$ cat src/rtl/pswd_pkg.sv
package pswd_pkg;
  // Base modulus for exponent e (P = 2**e).
  function automatic logic [31:0] base_of(input int unsigned e);
    return 32'd1 << e;
  endfunction
endpackage

$ cat src/rtl/pswd_prescaler.sv
module pswd_prescaler #(
  parameter int LOG2_MIN = 3,
  parameter int PRE_W    = 7
) (
  input  logic             clk,
  input  logic             rst,
  input  logic [PRE_W-1:0] mod_next,
  output logic             term
);
  localparam logic [PRE_W-1:0] MIN_MOD = PRE_W'(1 << LOG2_MIN);

  logic [PRE_W-1:0] cnt;

  assign term = (cnt == '0);

  always_ff @(posedge clk) begin
    if (rst || term) cnt <= mod_next - PRE_W'(1);
    else             cnt <= cnt - PRE_W'(1);
  end

  AST_MOD_FLOOR: assert property (@(posedge clk) disable iff (rst)
    term |=> (cnt >= MIN_MOD - PRE_W'(1)));
endmodule

$ cat src/rtl/pswd_swallow.sv
module pswd_swallow #(
  parameter int A_W = 6
) (
  input  logic           clk,
  input  logic           rst,
  input  logic           load,
  input  logic           step,
  input  logic [A_W-1:0] a_load,
  output logic           a_nz_next
);
  logic [A_W-1:0] a_left;
  logic [A_W-1:0] a_next;

  always_comb begin
    if (rst || load)             a_next = a_load;
    else if (step && a_left != '0) a_next = a_left - A_W'(1);
    else                         a_next = a_left;
  end

  assign a_nz_next = (a_next != '0);

  always_ff @(posedge clk) a_left <= a_next;

  AST_A_NO_WRAP: assert property (@(posedge clk) disable iff (rst)
    (a_left == '0 && !load) |=> (a_left == '0));
endmodule

$ cat src/rtl/pswd_main.sv
module pswd_main #(
  parameter int B_W = 11
) (
  input  logic           clk,
  input  logic           rst,
  input  logic           load,
  input  logic           step,
  input  logic [B_W-1:0] b_load,
  output logic           last
);
  logic [B_W-1:0] b_left;

  assign last = (b_left <= B_W'(1));

  always_ff @(posedge clk) begin
    if (rst || load) b_left <= b_load;
    else if (step)   b_left <= b_left - B_W'(1);
  end

  AST_B_DECR: assert property (@(posedge clk) disable iff (rst)
    (step && !load) |=> (b_left == $past(b_left) - B_W'(1)));
endmodule

$ cat src/rtl/pulse_swallow_divider.sv
module pulse_swallow_divider #(
  parameter int SEL_W    = 2,
  parameter int LOG2_MIN = 3,
  parameter int A_W      = 6,
  parameter int B_W      = 11
) (
  input  logic             clk,
  input  logic             rst,
  input  logic [SEL_W-1:0] psel,
  input  logic [A_W-1:0]   swal_cnt,
  input  logic [B_W-1:0]   main_cnt,
  output logic             div_out,
  output logic             cfg_bad
);
  localparam int PRE_W = LOG2_MIN + (1 << SEL_W);

  logic             term;
  logic             last;
  logic             reload;
  logic             step;
  logic             a_nz_next;
  logic [SEL_W-1:0] sel_q;
  logic [SEL_W-1:0] sel_use;
  logic [PRE_W-1:0] base_next;
  logic [PRE_W-1:0] mod_next;
  logic             bad_in;

  assign reload  = term && last;
  assign step    = term && !last;
  assign sel_use = (rst || reload) ? psel : sel_q;
  assign base_next = PRE_W'(pswd_pkg::base_of(LOG2_MIN + int'(sel_use)));
  assign mod_next  = base_next + PRE_W'(a_nz_next);
  assign bad_in    = (main_cnt < B_W'(3)) || (B_W'(swal_cnt) > main_cnt);

  pswd_prescaler #(.LOG2_MIN(LOG2_MIN), .PRE_W(PRE_W)) u_pre (
    .clk(clk), .rst(rst), .mod_next(mod_next), .term(term));

  pswd_swallow #(.A_W(A_W)) u_swal (
    .clk(clk), .rst(rst), .load(reload), .step(step),
    .a_load(swal_cnt), .a_nz_next(a_nz_next));

  pswd_main #(.B_W(B_W)) u_main (
    .clk(clk), .rst(rst), .load(reload), .step(step),
    .b_load(main_cnt), .last(last));

  always_ff @(posedge clk) begin
    if (rst) begin
      sel_q   <= psel;
      cfg_bad <= bad_in;
      div_out <= 1'b0;
    end else begin
      div_out <= reload;
      if (reload) begin
        sel_q   <= psel;
        cfg_bad <= bad_in;
      end
    end
  end

  AST_ONE_WIDE: assert property (@(posedge clk) disable iff (rst)
    div_out |=> !div_out);
  AST_SEL_HOLD: assert property (@(posedge clk) disable iff (rst)
    !reload |=> $stable(sel_q));
  AST_FLAG_HOLD: assert property (@(posedge clk) disable iff (rst)
    !reload |=> $stable(cfg_bad));
endmodule

$ cat config.mk
export PLATFORM = sky130hd
export DESIGN_NAME = pulse_swallow_divider
export DESIGN_NICKNAME = d
export VERILOG_FILES = /design/src/rtl/pswd_pkg.sv /design/src/rtl/pswd_prescaler.sv /design/src/rtl/pswd_swallow.sv /design/src/rtl/pswd_main.sv /design/src/rtl/pulse_swallow_divider.sv
export SDC_FILE = /design/constraint.sdc
export NUM_CORES = 1
export LEC_CHECK = 0
export BUFFER_PORTS_ARGS = -buffer_cell sky130_fd_sc_hd__buf_4
export CAP_MARGIN = 0
export CORE_AREA = 8 8 90 92
export CTS_CLUSTER_DIAMETER = 40
export CTS_CLUSTER_SIZE = 24
export DETAILED_ROUTE_END_ITERATION = 8
export DIE_AREA = 0 0 98 100
export SLEW_MARGIN = 5
export SYNTH_ARGS = -nofsm -noshare
export SYNTH_HDL_FRONTEND = slang
export SYNTH_SLANG_ARGS = --single-unit
$ cat constraint.sdc
create_clock -name clk -period 5.2 [get_ports clk]
set_input_delay 1.56 -clock clk [delete_from_list [all_inputs] [get_ports clk]]
set_output_delay 1.56 -clock clk [all_outputs]
set_load 0.02 [all_outputs]
==> results.yml <==
outcome:
  status: "completed"
grt:
  grt_max_degree: 30
  grt.total_usage_pct: 8.77
  grt_pass1_wl_um: 6960
  grt_pass1_vias: 1467
  antenna_found_initial: 0
  grt_overflow: 0
timing:
  max_freq_mhz: 285
  worst_pin_slew_ns: 0.595
  post-route-period-util_pct: 67.5
  layout_min_cycle_time_ns: 3.51
  final_hold_viol_count: 0
  finClkSkew_ns: 0.0105
  rsz0062_at_grt: "false"
  max-slew-margin-rel_pct: 60.3
  finalSetupTns_ns: 0
  slew_viol_final: 0
  finalSetupViolCount: 0
clocking:
  root_buffer: "clkbuf_8"
  cts.repair.resized: 0
  clkTransAtPathRegs_ns: 0.10
  cts_hold_buf: 0
  cts_buffer_depth: 2
  cts_tree: "done"
  cts_sinks: 28
  clkLatencyLatePin_ns: 0.28
  h-tree-depth: 1
  cts_setup_buffers: 0
  cts_buffers: 3
synthesis:
  yosysWarningCount: 0
  synthFlopType: "edfxtp_1"
  yosysSeqAreaShare_pct: 36.4
  yosysTopAreaCellShare_pct: 21.8
  synth.area.mux_share_pct: 2.08
  netlist_area_um2: 1920
  yosys.area_share.adder_pct: 8.45
  synth.most_common_cell: "nand2_1"
  yosys-top-cells-area: "edfxtp_1, dfxtp_1, ha_1"
  synth_top_family_by_area: "simple AND/OR/NAND/NOR gates"
  postSynthCellCount: 203
  synth_edf_count: 14
  async_reset_ff_share_pct: 0
  synth.largest_area_cell: "edfxtp_1"
  synthSimpleGateAreaFrac_pct: 24.6
  synthXorXnorAreaFrac_pct: 6.37
  synth_seq_cells: 28
  syn_avg_cell_area_um2: 9.48
  synth_compound_gate_area_share_pct: 15.5
  synth.distinct_cells: 56
  ys_top_cells_by_count: "nand2_1, inv_1, nor2_1, dfxtp_1, edfxtp_1"
routing:
  vias: 1495
  drc: 0
  dr.pass1.iters: 4
  wl_per_cell_um: 14.0
  postRouteAntennaNets: 0
  drtIter0Drc: 74
  topRoutingLayerUsed: "met4"
  wl_met1_um: 2040
  wl_met2_um: 2010
  viasPerCell: 4.90
  wl_met3_um: 164
  drt-total-wl_um: 4260
die:
  die_x_um: 98
  initial_core_util_pct: 29.0
  ios: 23
  rows: 30
  die_area_um2: 9800
  die_h_um: 100
  coreArea_um2: 6640
worst_setup_path:
  start_kind: "primary input"
  crit_type: "primary input to flop"
  crit_fanout: 29
  end_kind: "flop"
  critPathArrivalTime_ns: 3.70
  cp_data_required_time_ns: 5.39
hold_path:
  hp-class: "flop to flop"
flow_run:
  maxCapViolations: 0
cells_and_area:
  num-fill-cells: 701
  nets: 260
  final_cells: 305
  diodes: 0
  syn_to_final_growth_pct: 14.8
  drive_gt1_share_pct: 18.7
power_and_ir_drop:
  peakVddDrop_mv: 0.156
  power_density_nw_per_um2: 289
  power.leakage_nw: 0.904
placed_design:
  io_buffers: 22
  gp_congestion: 0.900
  dp_hpwl_um: 3370
  dp.cells: 301
[worst paths after layout]
kind                                  startpoint      endpoint  slack, ns  depth (start not counted)
worst max-delay path                         rst  u_pre.cnt[4]       1.69                         10
worst min-delay path                u_pre.cnt[0]  u_pre.cnt[0]       0.48                          1
worst max register to register  u_main.b_left[0]  u_pre.cnt[4]       1.99                         11
worst min register to register      u_pre.cnt[0]  u_pre.cnt[0]       0.48                          1
[registers in the layout, summed over array words and instances (netlist names)]
signal and flops:
cfg_bad 1, u_main.b_left 11, sel_q 2, u_pre.cnt 7, u_swal.a_left 6, div_out 1
[power breakdown]
part	switching [W]	leakage [nW]	internal [W]
Clock	0.0000732	0.0357	0.000103
Sequential	0.0000342	0.256	0.000268
Combinational	0.0000846	0.613	0.0000760
[cell type report]
| cell class | instances | area [um2] | area share (%) |
|---|---|---|---|
| Clock buffer | 3 | 41.3 | 1.87 |
| Clock inverter | 1 | 30.0 | 1.36 |
| Inverter | 17 | 68.8 | 3.11 |
| Multi-Input combinational cell | 154 | 1100 | 49.9 |
| Sequential cell | 28 | 701 | 31.7 |
| Tap cell | 80 | 100 | 4.53 |
| Timing Repair Buffer | 22 | 165 | 7.47 |
[worst max-delay path: stages]
cell      delay [ns]
buf_4           0.17
a21oi_4         0.29
inv_6           0.15
a221oi_1        0.38
o211ai_1        0.18
nor3_2          0.15
ha_1            0.25
ha_1            0.25
nor4_1          0.08
a311oi_1        0.22
[metal layers]
| metal | up-vias | track usage [%] |
|---|---|---|
| met5 | - | 0 |
| met4 | 0 | 3.00 |
| met3 | 5 | 2.28 |
| met2 | 26 | 14.6 |
| met1 | 689 | 10.7 |
| li1 | 775 | - |
[placed cells by master, fill, tap and decap left out, types with 2 or more instances in the layout]
master and instances:
a21oi_1 3, buf_4 22, clkbuf_8 3, conb_1 2, dfxtp_1 14, edfxtp_1 14, ha_1 13, inv_1 16
mux2i_1 4, nand2_1 22, nand2b_1 2, nand3_1 2, nand3b_1 3, nand4_1 2, nor2_1 16, nor3_1 9
nor3_2 2, nor3b_1 3, nor4_1 4, o211ai_1 2, o21a_1 4, o21ai_0 13, o31ai_1 3, or3_1 2
or4_2 2, xnor2_1 6, xor2_1 8
[cells by family (layout without fill, tap and decap cells)]
family	Yosys count	in the layout
simple gates	81	81
compound gates	40	40
flops	28	28
buf+inv	22	43
xor+xnor	14	14
fa+ha+maj	13	13
mux	4	4
other cells	1	2
[per-stage QoR]
step,area (um2),total power (W),util (%),worst slack [ns],hold WS [ns]
floorplan,1930,0.000422,-,1.70,0.426
global placement,2140,0.000467,32.2,1.53,0.463
detailed placement,2140,0.000468,32.2,1.43,0.480
CTS,2210,0.000646,33.3,1.69,0.495
global route,2210,0.000674,33.3,1.51,0.519
finish,2210,0.000639,33.3,1.69,0.481
Note: power is estimated with default switching activity, not from simulation.
